`src/rtl/aux_xact_pkg.sv`:
```
package aux_xact_pkg;
  typedef enum logic [2:0] {
    XS_OK          = 3'd0,
    XS_REFUSED     = 3'd1,
    XS_DEFER_LIMIT = 3'd2,
    XS_NOT_DONE    = 3'd3,
    XS_RX_ERR      = 3'd4,
    XS_TIMEOUT     = 3'd5
  } xact_status_e;

  typedef enum logic [2:0] {
    SQ_IDLE, SQ_SEND, SQ_WAIT, SQ_CLR, SQ_RECV, SQ_CHECK
  } seq_state_e;

  localparam logic [3:0] CMD_NATIVE_WR = 4'h8;
  localparam logic [3:0] CMD_NATIVE_RD = 4'h9;
  localparam logic [7:0] REPLY_MASK    = 8'h30;
  localparam logic [7:0] REPLY_ACK     = 8'h00;
  localparam logic [7:0] REPLY_DEFER   = 8'h20;
endpackage

```
`src/rtl/aux_req_packer.sv`:
```
module aux_req_packer
  import aux_xact_pkg::*;
#(
  parameter int MAXLEN = 16,
  parameter int MSGMAX = MAXLEN + 4,
  parameter int LENW   = $clog2(MAXLEN),
  parameter int LW     = $clog2(MSGMAX + 1),
  parameter int IW     = 3
) (
  input  logic                are_read,
  input  logic [15:0]         addr,
  input  logic [LENW-1:0]     len_m1,
  input  logic [8*MAXLEN-1:0] wr_data,
  input  logic [IW-1:0]       widx,
  output logic [31:0]         word,
  output logic [LW-1:0]       msg_size
);
  logic [7:0] msg [MSGMAX];

  assign msg[0] = {(are_read ? CMD_NATIVE_RD : CMD_NATIVE_WR), 4'h0};
  assign msg[1] = addr[15:8];
  assign msg[2] = addr[7:0];
  assign msg[3] = 8'(len_m1);

  for (genvar k = 0; k < MAXLEN; k++) begin : g_pay
    assign msg[4+k] = (!are_read && (LENW'(k) <= len_m1)) ?
                      wr_data[8*(MAXLEN-k)-1 -: 8] : 8'h00;
  end

  always_comb begin
    word = '0;
    for (int b = 0; b < 4; b++) begin
      if (int'(widx) * 4 + b < MSGMAX)
        word[31-8*b -: 8] = msg[int'(widx) * 4 + b];
    end
  end

  assign msg_size = are_read ? LW'(4) : (LW'(len_m1) + LW'(5));
endmodule

```
`src/rtl/aux_reply_unpacker.sv`:
```
module aux_reply_unpacker #(
  parameter int MAXLEN = 16,
  parameter int NW     = 5,
  parameter int LW     = 5,
  parameter int IW     = 3
) (
  input  logic                clk,
  input  logic                rst_n,
  input  logic                clr,
  input  logic                we,
  input  logic [IW-1:0]       widx,
  input  logic [31:0]         word,
  input  logic [LW-1:0]       keep_n,
  output logic [7:0]          code,
  output logic [8*MAXLEN-1:0] payload
);
  localparam int NB = 4 * NW;
  logic [7:0] rbuf [NB];

  always_ff @(posedge clk or negedge rst_n) begin
    if (!rst_n) begin
      for (int i = 0; i < NB; i++) rbuf[i] <= 8'h00;
    end else begin
      for (int i = 0; i < NB; i++) begin
        if (clr)
          rbuf[i] <= 8'h00;
        else if (we && (widx == IW'(i / 4)) && (LW'(i) < keep_n))
          rbuf[i] <= word[31-8*(i%4) -: 8];
      end
    end
  end

  assign code = rbuf[0];
  for (genvar k = 0; k < MAXLEN; k++) begin : g_out
    assign payload[8*(MAXLEN-k)-1 -: 8] = rbuf[k+1];
  end
endmodule

```
`src/rtl/aux_xact_seq.sv`:
```
module aux_xact_seq
  import aux_xact_pkg::*;
#(
  parameter int MAXLEN    = 16,
  parameter int DEFER_MAX = 7,
  parameter int LENW      = 4,
  parameter int LW        = 5,
  parameter int IW        = 3
) (
  input  logic                clk,
  input  logic                rst_n,
  input  logic                start,
  input  logic                is_read,
  input  logic [15:0]         addr,
  input  logic [LENW-1:0]     len_m1,
  input  logic [8*MAXLEN-1:0] wr_data,
  output logic                q_read,
  output logic [15:0]         q_addr,
  output logic [LENW-1:0]     q_len,
  output logic [8*MAXLEN-1:0] q_wdata,
  input  logic [LW-1:0]       msg_size,
  output logic [IW-1:0]       widx,
  output logic                tx_valid,
  input  logic                tx_ready,
  output logic                tx_last,
  input  logic                cpl_valid,
  input  logic                cpl_done,
  input  logic                cpl_timeout,
  input  logic                cpl_rxerr,
  input  logic [LW-1:0]       cpl_size,
  output logic                cpl_clear,
  input  logic                rx_valid,
  output logic                rx_ready,
  output logic                buf_clr,
  output logic                buf_we,
  output logic [LW-1:0]       keep_n,
  input  logic [7:0]          reply_code,
  output logic                busy,
  output logic                done,
  output logic [2:0]          status,
  output logic [LW-1:0]       rd_len
);
  localparam int RW = $clog2(DEFER_MAX + 1);

  seq_state_e     state_q;
  logic [IW-1:0]  widx_q;
  logic [RW-1:0]  retry_q;
  logic [LW-1:0]  n_q;
  logic           f_done, f_to, f_rx;
  logic           done_q;
  xact_status_e   status_q;
  logic [LW-1:0]  rd_len_q;
  logic [LW:0]    bufsize, nclamp, tx_words, rx_words;
  logic           rx_last;
  logic [7:0]     code_m;

  always_comb begin
    bufsize  = q_read ? ((LW+1)'(q_len) + (LW+1)'(2)) : (LW+1)'(1);
    nclamp   = ({1'b0, cpl_size} > bufsize) ? bufsize : {1'b0, cpl_size};
    tx_words = ({1'b0, msg_size} + (LW+1)'(3)) >> 2;
    rx_words = ({1'b0, n_q} + (LW+1)'(3)) >> 2;
    rx_last  = ((LW+1)'(widx_q) == rx_words - (LW+1)'(1));
    code_m   = reply_code & REPLY_MASK;
  end

  assign tx_valid  = (state_q == SQ_SEND);
  assign tx_last   = tx_valid && ((LW+1)'(widx_q) == tx_words - (LW+1)'(1));
  assign rx_ready  = (state_q == SQ_RECV);
  assign cpl_clear = (state_q == SQ_CLR);
  assign buf_clr   = (state_q == SQ_CLR);
  assign buf_we    = rx_valid && rx_ready;
  assign keep_n    = n_q;
  assign widx      = widx_q;
  assign busy      = (state_q != SQ_IDLE);
  assign done      = done_q;
  assign status    = status_q;
  assign rd_len    = rd_len_q;

  always_ff @(posedge clk or negedge rst_n) begin
    if (!rst_n) begin
      state_q  <= SQ_IDLE;
      widx_q   <= '0;
      retry_q  <= '0;
      n_q      <= '0;
      f_done   <= 1'b0;
      f_to     <= 1'b0;
      f_rx     <= 1'b0;
      done_q   <= 1'b0;
      status_q <= XS_OK;
      rd_len_q <= '0;
      q_read   <= 1'b0;
      q_addr   <= '0;
      q_len    <= '0;
      q_wdata  <= '0;
    end else begin
      done_q <= 1'b0;
      case (state_q)
        SQ_IDLE: if (start) begin
          q_read  <= is_read;
          q_addr  <= addr;
          q_len   <= len_m1;
          q_wdata <= wr_data;
          retry_q <= '0;
          widx_q  <= '0;
          state_q <= SQ_SEND;
        end
        SQ_SEND: if (tx_ready) begin
          if (tx_last) begin
            widx_q  <= '0;
            state_q <= SQ_WAIT;
          end else begin
            widx_q <= widx_q + 1'b1;
          end
        end
        SQ_WAIT: if (cpl_valid) begin
          f_done  <= cpl_done;
          f_to    <= cpl_timeout;
          f_rx    <= cpl_rxerr;
          n_q     <= nclamp[LW-1:0];
          state_q <= SQ_CLR;
        end
        SQ_CLR: begin
          widx_q <= '0;
          if (!f_done || f_rx || f_to || (n_q == '0)) begin
            state_q  <= SQ_IDLE;
            done_q   <= 1'b1;
            rd_len_q <= '0;
            status_q <= !f_done ? XS_NOT_DONE :
                        f_rx    ? XS_RX_ERR   :
                        f_to    ? XS_TIMEOUT  : XS_REFUSED;
          end else begin
            state_q <= SQ_RECV;
          end
        end
        SQ_RECV: if (rx_valid) begin
          if (rx_last) state_q <= SQ_CHECK;
          else         widx_q  <= widx_q + 1'b1;
        end
        SQ_CHECK: begin
          if (code_m == REPLY_DEFER && retry_q != RW'(DEFER_MAX)) begin
            retry_q <= retry_q + 1'b1;
            widx_q  <= '0;
            state_q <= SQ_SEND;
          end else begin
            state_q  <= SQ_IDLE;
            done_q   <= 1'b1;
            rd_len_q <= (code_m == REPLY_ACK) ? n_q - LW'(1) : '0;
            status_q <= (code_m == REPLY_ACK)   ? XS_OK :
                        (code_m == REPLY_DEFER) ? XS_DEFER_LIMIT : XS_REFUSED;
          end
        end
        default: state_q <= SQ_IDLE;
      endcase
    end
  end

  AST_DONE_NOT_BUSY: assert property (@(posedge clk) disable iff (!rst_n)
    done |-> !busy && $past(busy));
  AST_QUIET_IDLE: assert property (@(posedge clk) disable iff (!rst_n)
    !busy |-> !tx_valid && !rx_ready && !cpl_clear);
  AST_CLEAR_AFTER_CPL: assert property (@(posedge clk) disable iff (!rst_n)
    (state_q == SQ_WAIT && cpl_valid) |=> cpl_clear);
  AST_DEFER_CAP: assert property (@(posedge clk) disable iff (!rst_n)
    (done && status == XS_DEFER_LIMIT) |-> (retry_q == RW'(DEFER_MAX)));
  AST_RESEND_COUNTS: assert property (@(posedge clk) disable iff (!rst_n)
    (state_q == SQ_SEND && $past(state_q) == SQ_CHECK) |-> (retry_q != '0));
endmodule

```
`src/rtl/aux_xact_engine.sv`:
```
module aux_xact_engine
  import aux_xact_pkg::*;
#(
  parameter int MAXLEN    = 16,
  parameter int DEFER_MAX = 7,
  localparam int MSGMAX   = MAXLEN + 4,
  localparam int NW       = (MSGMAX + 3) / 4,
  localparam int LENW     = $clog2(MAXLEN),
  localparam int LW       = $clog2(MSGMAX + 1),
  localparam int IW       = (NW > 1) ? $clog2(NW) : 1
) (
  input  logic                clk,
  input  logic                rst_n,
  input  logic                start,
  input  logic                is_read,
  input  logic [15:0]         addr,
  input  logic [LENW-1:0]     len_m1,
  input  logic [8*MAXLEN-1:0] wr_data,
  output logic                busy,
  output logic                done,
  output logic [2:0]          status,
  output logic [LW-1:0]       rd_len,
  output logic [8*MAXLEN-1:0] rd_data,
  output logic                tx_valid,
  input  logic                tx_ready,
  output logic [31:0]         tx_data,
  output logic                tx_last,
  output logic [LW-1:0]       tx_size,
  input  logic                cpl_valid,
  input  logic                cpl_done,
  input  logic                cpl_timeout,
  input  logic                cpl_rxerr,
  input  logic [LW-1:0]       cpl_size,
  output logic                cpl_clear,
  input  logic                rx_valid,
  output logic                rx_ready,
  input  logic [31:0]         rx_data
);
  logic                q_read;
  logic [15:0]         q_addr;
  logic [LENW-1:0]     q_len;
  logic [8*MAXLEN-1:0] q_wdata;
  logic [IW-1:0]       widx;
  logic                buf_clr, buf_we;
  logic [LW-1:0]       keep_n;
  logic [7:0]          reply_code;

  aux_xact_seq #(
    .MAXLEN(MAXLEN), .DEFER_MAX(DEFER_MAX), .LENW(LENW), .LW(LW), .IW(IW)
  ) u_seq (
    .clk(clk), .rst_n(rst_n), .start(start), .is_read(is_read), .addr(addr),
    .len_m1(len_m1), .wr_data(wr_data), .q_read(q_read), .q_addr(q_addr),
    .q_len(q_len), .q_wdata(q_wdata), .msg_size(tx_size), .widx(widx),
    .tx_valid(tx_valid), .tx_ready(tx_ready), .tx_last(tx_last),
    .cpl_valid(cpl_valid), .cpl_done(cpl_done), .cpl_timeout(cpl_timeout),
    .cpl_rxerr(cpl_rxerr), .cpl_size(cpl_size), .cpl_clear(cpl_clear),
    .rx_valid(rx_valid), .rx_ready(rx_ready), .buf_clr(buf_clr),
    .buf_we(buf_we), .keep_n(keep_n), .reply_code(reply_code),
    .busy(busy), .done(done), .status(status), .rd_len(rd_len)
  );

  aux_req_packer #(
    .MAXLEN(MAXLEN), .MSGMAX(MSGMAX), .LENW(LENW), .LW(LW), .IW(IW)
  ) u_pack (
    .are_read(q_read), .addr(q_addr), .len_m1(q_len), .wr_data(q_wdata),
    .widx(widx), .word(tx_data), .msg_size(tx_size)
  );

  aux_reply_unpacker #(
    .MAXLEN(MAXLEN), .NW(NW), .LW(LW), .IW(IW)
  ) u_unpack (
    .clk(clk), .rst_n(rst_n), .clr(buf_clr), .we(buf_we), .widx(widx),
    .word(rx_data), .keep_n(keep_n), .code(reply_code), .payload(rd_data)
  );

  AST_TX_HOLD: assert property (@(posedge clk) disable iff (!rst_n)
    (tx_valid && !tx_ready) |=> (tx_valid && $stable(tx_data) && $stable(tx_last)));
  AST_RDLEN_BOUND: assert property (@(posedge clk) disable iff (!rst_n)
    (done && status == XS_OK) |-> (rd_len <= LW'(q_len) + LW'(1)));
endmodule

```
`config.mk`:
```
export PLATFORM = sky130hd
export DESIGN_NAME = aux_xact_engine
export DESIGN_NICKNAME = d
export VERILOG_FILES = /design/src/rtl/aux_xact_pkg.sv /design/src/rtl/aux_req_packer.sv /design/src/rtl/aux_reply_unpacker.sv /design/src/rtl/aux_xact_seq.sv /design/src/rtl/aux_xact_engine.sv
export SDC_FILE = /design/constraint.sdc
export NUM_CORES = 1
export LEC_CHECK = 0
export BUFFER_PORTS_ARGS = -buffer_cell sky130_fd_sc_hd__clkbuf_2
export CAP_MARGIN = 0
export CORE_UTILIZATION = 50
export CTS_CLUSTER_SIZE = 24
export DETAILED_ROUTE_END_ITERATION = 6
export HOLD_SLACK_MARGIN = 0.03
export PLACE_DENSITY = 0.86
export SLEW_MARGIN = 30
export SYNTH_ARGS = -nofsm -noshare
export SYNTH_HDL_FRONTEND = slang
export SYNTH_SLANG_ARGS = --single-unit
```
`constraint.sdc`:
```
create_clock -name clk -period 4.9 [get_ports clk]
set_input_delay 0.245 -clock clk [delete_from_list [all_inputs] [get_ports clk]]
set_output_delay 0.245 -clock clk [all_outputs]
set_load 0.03 [all_outputs]
```
==> results of run 1 <==
-- per-stage QoR --
stage / hold WS, ns / instances / util [%] / power [mW] / worst slack [ns]
global placement: 0.348 / 1903 / 58.7 / 8.42 / 1.55
floorplan: -0.0506 / 1201 / - / 7.24 / 1.25
finish: 0.0424 / 2142 / 69.3 / 11.8 / 0.710
CTS: 0.0303 / 2134 / 69.2 / 11.4 / 0.825
detailed placement: 0.342 / 1904 / 58.8 / 8.62 / 1.37
global route: 0.0306 / 2140 / 69.3 / 12.3 / 0.490
-- layout by cell type (no fill, tap or decap), drive strengths merged, types with 5 or more instances in the layout --
master	netlist	routed
a21o	5	5
a21oi	45	45
a221o	16	16
a221oi	11	11
a222oi	8	8
a22o	12	12
a31oi	5	5
a32o	10	10
and2	10	10
buf	36	22
clkbuf	33	422
clkinv	0	6
dfrtp	305	305
diode	0	8
dlygate4sd3	0	169
ha	25	25
inv	31	31
mux2	176	176
mux2i	79	79
nand2	99	99
nand2b	8	8
nand3	23	23
nand3b	5	5
nor2	103	103
nor2b	8	8
nor3	12	12
o21ai	61	61
o31ai	15	15
or3	5	5
xor2	6	6
-- cells by family after synthesis --
| logic type | synth area share [%] |
|---|---|
| flops | 54.3 |
| fa+ha+maj | 2.22 |
| compound gates | 10.6 |
| xor+xnor | 0.676 |
| buf+inv | 3.10 |
| simple gates | 9.39 |
| mux | 19.7 |
-- power by group through the flow --
| stage | clock network (mW) | registers (mW) | logic (mW) |
|---|---|---|---|
| 6_report | 2.69 | 4.25 | 4.90 |
| 5_1_grt | 2.81 | 4.31 | 5.15 |
| 4_1_cts | 2.67 | 4.11 | 4.64 |
| 3_5_place_dp | 0 | 4.14 | 4.49 |
| 3_3_place_gp | 0 | 4.08 | 4.33 |
| 2_1_floorplan | 0 | 4.28 | 2.96 |
-- state kept, by name (all words and copies together), names as in the netlist, 2 cells and up --
register / flops
u_unpack.code: 2
u_seq.widx: 3
u_seq.status: 3
u_seq.state_q: 3
u_seq.q_len: 4
u_seq.q_addr: 16
u_seq.rd_len: 5
u_seq.keep_n: 5
u_seq.retry_q: 3
u_seq.q_wdata: 128
u_unpack.payload: 128
-- routing by layer --
metal	track usage, %	share of wire, %	up-vias
li1	-	-	5371
met1	37.6	35	6210
met2	56.0	49	893
met3	7.84	8.6	272
met4	21.7	7.0	0
met5	0	0	-
-- repair_timing --
item,4_1_cts,5_1_grt
hold buffers,169,0
gates resized for setup,0,0
endpoints found under the hold margin,277,0
-- worst reg2reg max path, stage by stage (launching register included) --
cell	delay, ns
dfrtp_1	0.62
inv_1	0.23
ha_1	0.25
a21oi_2	0.15
xnor2_1	0.21
nor2b_1	0.34
xnor2_1	0.19
ha_1	0.27
nor2_1	0.05
o21ai_0	0.10
nor2_1	0.05
or4_1	0.56
o211ai_2	0.15
a21oi_2	0.11
o31ai_1	0.24
-- final timing paths --
path | startpoint | to | depth (start not counted)
hold / removal | rx_data[18] | u_unpack.payload[90] | 3
hold reg to reg | u_seq.status[0] | u_seq.status[0] | 2
setup reg to reg | u_seq.q_len[2] | u_seq.widx[2] | 14
min in group asynchronous | rst_n | u_seq.rd_len[1] | 2
setup / recovery | u_seq.q_len[2] | tx_last | 14
max in group asynchronous | rst_n | u_seq.q_wdata[117] | 3
-- final cells by class --
class / instances / area (sq um) / share of cell area [%]
flip-flops and latches: 305 / 7630 / 39.8
multi-input cells: 796 / 6020 / 31.4
repair buffers: 563 / 3760 / 19.6
clock buffers: 50 / 992 / 5.17
well taps: 378 / 473 / 2.46
clock inverters: 11 / 180 / 0.939
inverters: 31 / 116 / 0.606
diodes: 8 / 20.0 / 0.104
==> results.yml, run 1 <==
status:
  status: "complete, but fails checks"
  violations: "DRC"
sta:
  setup_viol: 0
  finalMaxSlewViolations: 0
  finalHoldViolCount: 0
  relSlewSlack_pct: 28.6
  post-route-period-util_pct: 85.5
  worstMarginPinSlew_ns: 1.07
  min_period_ns: 4.19
  setup_tns_ns: 0
  fin_skew_ns: 0.0351
  grt_setup_unrepaired: "false"
  fmax_mhz: 239
floorplan:
  initial_core_util_pct: 50.8
  fp.dieH_microns: 170
  fp.dieW_microns: 170
  fp-row-count: 61
  die_area_sq_um: 28800
  io-pin-count: 374
  coreArea_sq_um: 27700
pwr:
  peakVddDrop_uv: 554
  leakage_nw: 9.55
  clockPowerShare_pct: 22.7
  p_seq_share_pct: 35.9
  intPower_mw: 6.94
  power_switching_mw: 4.91
  p_per_area_nw_per_um2: 617
  p_sw_share_pct: 41.4
  power.share.combinational_pct: 41.4
clock_tree:
  h-tree-depth: 2
  clock-sinks: 305
  cts_tree: "done"
  path_clk_slew_ns: 0.06
  cts_buffers: 34
  clockBufferDepth: 3
  cts_setup_buffers: 0
  clk_latency_ns: 0.53
  cts_root_buf: "clkbuf_16"
synthesis:
  synth-seq-area-share_pct: 54.3
  synth_area_per_cell_sq_um: 11.7
  synth_nets: 1421
  synth_largest_area_cell: "dfrtp_1"
  synth-main-ff-cell: "dfrtp_1"
  synth_edf_count: 0
  yosys_register_bits: 305
  ys_top_cells_by_area: "dfrtp_1 (54%), mux2_2 (14%), mux2i_1 (5.6%)"
  synth.distinct_cells: 64
  synthCells: 1201
  synthesis.area_sq_um: 14100
  ys_warn_count: 0
  synth.top_cells.by_count: "dfrtp_1 (305), mux2_2 (176), nor2_1 (101)"
  synth_top_area_share_pct: 54.3
  synthArstFlopShare_pct: 100
  yosysMostFrequentCell: "dfrtp_1"
setup_path:
  critPathKind: "reg -> out"
  worst_setup_path_end_kind: "output port"
  cpMaxStageDelayCell: "dfrtp_1"
  cp.required_ns: 4.66
  path_buf_inv: 2
  cp_top_family: "simple AND/OR/NAND/NOR gates"
  cp.arrival_ns: 3.95
  worstSetupStartpointType: "flip-flop"
  path_cells: "inv_1, ha_1, a21oi_2, xnor2_1, nor2b_1, xnor2_1, ha_1, nor2_1, o21ai_0, nor2_1, or4_1, o211ai_2, nor3_1, clkbuf_2"
  ff2ff_setup_slack_ns: 1.29
  max_stage_delay_ns: 0.62
  cp_max_fo: 11
drt:
  drcViolationCount: 12
  wl_per_cell_microns: 22.6
  via_count: 12700
  dr.first_iter.drc_count: 1254
  routed_wl_microns: 48400
  first_pass_iters: 7
  drt.antenna.violating_nets: 0
  via_per_inst: 5.95
global_routing:
  grt_pass1_vias: 13300
  grt.overflow.total: 0
  track_usage_pct: 33.2
  grt_pass1_wl_microns: 73700
  antenna_found_initial: 8
  grt_max_degree: 110
place:
  numPortBuffers: 373
  dp_hpwl_microns: 28400
  place_congestion: 0.852
  place_area_sq_um: 16300
cells_and_area:
  drive_gt1_share_pct: 36.8
  area_delta_synth_final_pct: 36.4
  design_area_sq_um: 19200
  fin_nets: 1951
  fill_cells: 1793
worst_hold_path:
  hold_class: "in -> reg"
flow_run:
  drv_cap: 0
Power figures use the tool's default switching activity.
==> run 2, diff against run 1 <==
==> constraint.sdc (replaced) <==
create_clock -name clk -period 4.9 [get_ports clk]
set_input_delay 0.245 -clock clk [delete_from_list [all_inputs] [get_ports clk]]
set_output_delay 0.245 -clock clk [all_outputs]
set_load 0.1 [all_outputs]
==> run 2 against run 1 <==
Against the previous run: the flow still finishes with violations (DRC); critical path depth unchanged; clock skew decreased by 0.0094 ns; final cell count increased by 0.28%; via count grew 1.9%; combinational power is 50% higher; hold slack better by 0.020 ns; sequential power increased by 0.9%; flip-flop and latch count unchanged; power up 20%; maximum frequency down 4.8%; worst setup slack lost 0.21 ns.
==> results.yml, run 2 (same netlist as run 1, synthesis figures left out) <==
setup_path:
  cp.arrival_ns: 4.16
  cp.required_ns: 4.66
  r2r_start: "u_seq.q_len[2]"
  r2r_cells: 14
  cp_top_family: "simple AND/OR/NAND/NOR gates"
  path_cells: "inv_1, ha_1, a21oi_2, xnor2_1, nor2b_2, xnor2_1, ha_1, nor2_1, o21ai_0, nor2_1, or4_1, o211ai_2, nor3_2, clkbuf_2"
  rr_endpoint: "u_seq.widx[1]"
  cpMaxStageDelayCell: "dfrtp_1"
  critPathKind: "reg -> out"
  worstSetupStartpointType: "flip-flop"
  ff2ff_setup_slack_ns: 1.34
  worst_setup_path_end_kind: "output port"
  cp_max_fo: 11
  max_stage_delay_ns: 0.63
  path_buf_inv: 2
worst_hold_path:
  hold_path_end: "u_seq.keep_n[1]"
  holdPathStages: 5
  min_from: "cpl_size[1]"
  hold_class: "in -> reg"
cells_and_area:
  drive_gt1_share_pct: 36.4
  fin_nets: 1958
  regArea_sq_um: 7630
  final_cell_mix: "clkbuf_2 (372), dfrtp_1 (304), dlygate4sd3_1 (186)"
  multiInputGateArea_sq_um: 6030
  area_delta_synth_final_pct: 36.8
  fill_cells: 1806
  final_common_cell: "clkbuf_2"
  fin_util_pct: 69.5
drt:
  dr.first_iter.drc_count: 1260
  first_pass_iters: 7
  drcViolationCount: 2
  routed_wl_microns: 50200
  via_per_inst: 6.05
  wl_per_cell_microns: 23.4
  via_count: 13000
  drt.antenna.violating_nets: 0
pwr:
  intPower_mw: 6.77
  p_seq_share_pct: 30.2
  clockPowerShare_pct: 18.0
  p_per_area_nw_per_um2: 737
  power.share.combinational_pct: 51.8
  p_sw_share_pct: 52.3
  leakage_nw: 9.56
  peakVddDrop_uv: 786
  power_switching_mw: 7.41
global_routing:
  track_usage_pct: 34.6
  grt_pass1_vias: 13400
  grt_max_degree: 144
  grt.overflow.total: 0
  grt_pass1_wl_microns: 76000
  antenna_found_initial: 10
clock_tree:
  cts_tree: "done"
  path_clk_slew_ns: 0.07
  clock-sinks: 305
  cts_root_buf: "clkbuf_16"
  clockBufferDepth: 3
  cts_setup_buffers: 0
  cts_buffers: 30
  h-tree-depth: 1
  clk_latency_ns: 0.59
  postCtsHoldBufs: 186
  cts_resized: 0
sta:
  min_period_ns: 4.40
  setup_tns_ns: 0
  grt_setup_unrepaired: "false"
  setup_viol: 0
  fin_skew_ns: 0.0257
  whs_ns: 0.0622
  finalMaxSlewViolations: 0
  finalHoldViolCount: 0
  worstMarginPinSlew_ns: 0.991
  post-route-period-util_pct: 89.8
  fmax_mhz: 227
  relSlewSlack_pct: 34.0
floorplan:
  io-pin-count: 374
  fp.dieH_microns: 170
  coreArea_sq_um: 27700
  fp-row-count: 61
  initial_core_util_pct: 50.8
  fp.dieW_microns: 170
  die_area_sq_um: 28800
place:
  numPortBuffers: 373
  place_congestion: 0.861
  dp_hpwl_microns: 28200
status:
  status: "complete, but fails checks"
  violations: "DRC"
flow_run:
  drv_cap: 0
-- run 2: cell types whose count changed in the layout (fill, tap and decap cells not counted), moves of 2 or more --
cell / change
clkinv_2: +2
dlygate4sd3_1: +17
clkbuf_16: -5
clkbuf_8: +2
clkbuf_1: -5
buf_4: -7
inv_6: +2
clkinv_8: -2
-- run 2: power by group through the flow --
stage / combinational [mW] / sequential, mW / clock (mW)
finish: 7.34 / 4.29 / 2.55
global placement: 6.74 / 4.10 / 0
CTS: 7.04 / 4.13 / 2.50
floorplan: 4.19 / 5.45 / 0
detailed placement: 6.87 / 4.16 / 0
global route: 7.60 / 4.34 / 2.66
-- run 2: area by class of cell --
| type | count | share of cell area, % |
|---|---|---|
| inverters | 31 | 0.605 |
| clock inverters | 14 | 1.07 |
| multi-input cells | 796 | 31.4 |
| clock buffers | 42 | 4.55 |
| repair buffers | 574 | 20.2 |
| flip-flops and latches | 305 | 39.7 |
| diodes | 8 | 0.104 |
| well taps | 378 | 2.46 |
-- run 2: worst max-delay path by stage --
stage,from,to,slack (ns),depth (start not counted)
3_3_place_gp,u_seq.q_len[2],tx_last,1.41,14
4_1_cts,u_seq.q_len[2],tx_last,0.66,14
3_5_place_dp,u_seq.q_len[2],tx_last,1.27,14
2_1_floorplan,u_seq.q_len[1],tx_data[6],0.02,6
5_1_grt,u_seq.q_len[2],tx_last,0.24,14
6_report,u_seq.q_len[2],tx_last,0.50,14
-- run 2: metrics by stage --
stage | setup slack (ns) | area (sq um) | std cells | power [mW]
4_1_cts | 0.662 | 19200 | 2139 | 13.7
5_1_grt | 0.240 | 19200 | 2146 | 14.6
2_1_floorplan | 0.0197 | 14100 | 1201 | 9.65
3_3_place_gp | 1.41 | 16200 | 1897 | 10.8
3_5_place_dp | 1.27 | 16200 | 1897 | 11.0
6_report | 0.500 | 19200 | 2148 | 14.2
-- run 2: routing by layer --
layer,vias up,track usage [%],share of wire (%)
met3,344,8.44,9.4
met2,933,58.1,48
met4,4,24.8,8.2
li1,5385,-,-
met1,6324,38.6,34
met5,-,0,0.056
-- run 2: worst min-delay path, cell delays in order --
cell and delay (ns):
clkbuf_2 0.09, inv_1 0.05, mux2i_1 0.07, nand2_1 0.07
o21ai_0 0.08
==> run 3, diff against run 2 <==
--- a/config.mk
+++ b/config.mk
@@ -7,6 +7,7 @@
 export LEC_CHECK = 0
 export BUFFER_PORTS_ARGS = -buffer_cell sky130_fd_sc_hd__clkbuf_2
 export CAP_MARGIN = 0
+export CORE_ASPECT_RATIO = 0.75
 export CORE_UTILIZATION = 50
 export CTS_CLUSTER_SIZE = 24
 export DETAILED_ROUTE_END_ITERATION = 6
==> run 3 against run 2 <==
Against the previous run: the run now ends clean; non-clock buffer count is 3 lower; sequential power is 2% lower; combinational power is 2% lower; clock power is 5% lower; final area is 0.62% lower; flip-flop and latch count stayed put; sequential share of layout area is 0.25 points higher; hold slack worse by 0.0063 ns; final cell count is 1.8% lower; wire length is 9.8% lower; clock skew is 0.013 ns lower; register-to-register slack worse by 0.02 ns.
==> results.yml, run 3 (same netlist as run 1, synthesis figures left out) <==
sta:
  grt_setup_unrepaired: "false"
  min_period_ns: 4.38
  setup_viol: 0
  relSlewSlack_pct: 31.2
  post-route-period-util_pct: 89.4
  worstMarginPinSlew_ns: 1.03
  setup_slack_ns: 0.521
  finalHoldViolCount: 0
  whs_ns: 0.0558
  fin_skew_ns: 0.0131
  fmax_mhz: 228
  finalMaxSlewViolations: 0
  setup_tns_ns: 0
cells_and_area:
  drive_gt1_share_pct: 36.5
  fin_nets: 1955
  area_delta_synth_final_pct: 36.0
  fin_util_pct: 70.0
  final_common_cell: "clkbuf_2"
  design_area_sq_um: 19100
  final_cell_mix: "clkbuf_2 (372), dfrtp_1 (304), dlygate4sd3_1 (185)"
  fill_cells: 1845
setup_path:
  critPathKind: "reg -> out"
  path_cells: "inv_1, ha_1, a21oi_2, xnor2_1, nor2b_2, xnor2_1, ha_1, nor2_1, o21ai_0, nor2_1, or4_1, o211ai_2, nor3_2, clkbuf_2"
  max_stage_delay_ns: 0.62
  worst_setup_path_end_kind: "output port"
  cp.arrival_ns: 4.13
  cp_max_fo: 11
  worstSetupStartpointType: "flip-flop"
  cpMaxStageDelayCell: "dfrtp_1"
  cp.required_ns: 4.66
drt:
  dr.first_iter.drc_count: 1053
  wl_per_cell_microns: 21.5
  first_pass_iters: 7
  drcViolationCount: 0
  drt.antenna.violating_nets: 0
  routed_wl_microns: 45300
  via_per_inst: 5.81
  via_count: 12300
global_routing:
  grt_pass1_vias: 13000
  grt_pass1_wl_microns: 70600
  antenna_found_initial: 4
  grt.overflow.total: 0
  grt_max_degree: 156
  track_usage_pct: 31.4
clock_tree:
  path_clk_slew_ns: 0.07
  cts_resized: 0
  cts_root_buf: "clkbuf_16"
  cts_tree: "done"
  cts_setup_buffers: 0
  postCtsHoldBufs: 185
  clock-sinks: 305
  clk_latency_ns: 0.55
  cts_buffers: 30
  h-tree-depth: 1
  clockBufferDepth: 3
floorplan:
  coreArea_sq_um: 27300
  fp.dieH_microns: 147
  initial_core_util_pct: 51.5
  io-pin-count: 374
  fp.dieW_microns: 196
  fp-row-count: 52
  die_area_sq_um: 28800
worst_hold_path:
  hold_class: "in -> reg"
pwr:
  p_per_area_nw_per_um2: 721
  peakVddDrop_uv: 544
  leakage_nw: 9.51
status:
  status: "finished, final reports clean"
place:
  numPortBuffers: 373
  place_congestion: 0.897
  dp_hpwl_microns: 27600
  dp_slack_ns: 1.21
  place_area_sq_um: 16200
flow_run:
  drv_cap: 0
## run 3: changes by cell type in the layout (fill, tap and decap cells not counted), sizes merged
| cell | delta |
|---|---|
| buf | -2 |
| bufinv | -1 |
| clkbuf | -4 |
| clkinvlp | +1 |
| diode | -4 |
| dlygate4sd3 | -1 |
## run 3: area by class of cell
class	count	area (sq um)	share of cell area, %
sequential	305	7630	39.9
multi-input combinational	796	6040	31.6
timing repair buffer	571	3870	20.2
clock buffer	38	852	4.46
tap	351	439	2.30
clock inverter	14	161	0.844
inverter	31	116	0.608
antenna	4	10.0	0.0523
## run 3: power by group
group          switching [mW]  internal (mW)  total (mW)
Sequential              0.790           3.42        4.21
Combinational            5.30           1.87        7.17
Clock                    1.03           1.39        2.41
Total                    7.12           6.67        13.8
## run 3: layer usage
metal	GRT usage, %	part of all wire [%]	up-vias
met3	6.01	6.7	196
met5	0	0	-
met2	51.3	48	664
li1	-	-	5368
met1	39.7	40	6023
met4	16.9	5.4	0
## run 3: worst max-delay path, delay by kind of cell, from the launching register on
family | cells | cell delay (ns)
AOI/OAI and AO/OA | 3 | 0.43
adders and majority gates | 2 | 0.52
and+or+nand+nor | 5 | 1.01
xor gates and xnor gates | 2 | 0.36
buffers and inverters | 2 | 0.63
DFF | 1 | 0.62
## run 3: final timing paths
| kind | from | to | slack [ns] | depth (start not counted) |
|---|---|---|---|---|
| setup reg to reg | u_seq.q_len[2] | u_seq.widx[2] | 1.32 | 14 |
| hold / removal | cpl_size[2] | u_seq.keep_n[2] | 0.06 | 5 |
| hold reg to reg | u_seq.status[2] | u_seq.status[2] | 0.49 | 2 |
| setup / recovery | u_seq.q_len[2] | tx_last | 0.52 | 14 |
| min in group asynchronous | rst_n | u_unpack.payload[112] | 0.21 | 2 |
| max in group asynchronous | rst_n | u_seq.q_addr[15] | 3.19 | 4 |
## run 3: metrics by stage
| step | power (mW) | cells |
|---|---|---|
| 6_report | 13.8 | 2110 |
| 5_1_grt | 14.3 | 2110 |
| 4_1_cts | 13.6 | 2105 |
| 3_5_place_dp | 11.0 | 1868 |
| 3_3_place_gp | 10.8 | 1868 |
| 2_1_floorplan | 9.65 | 1201 |
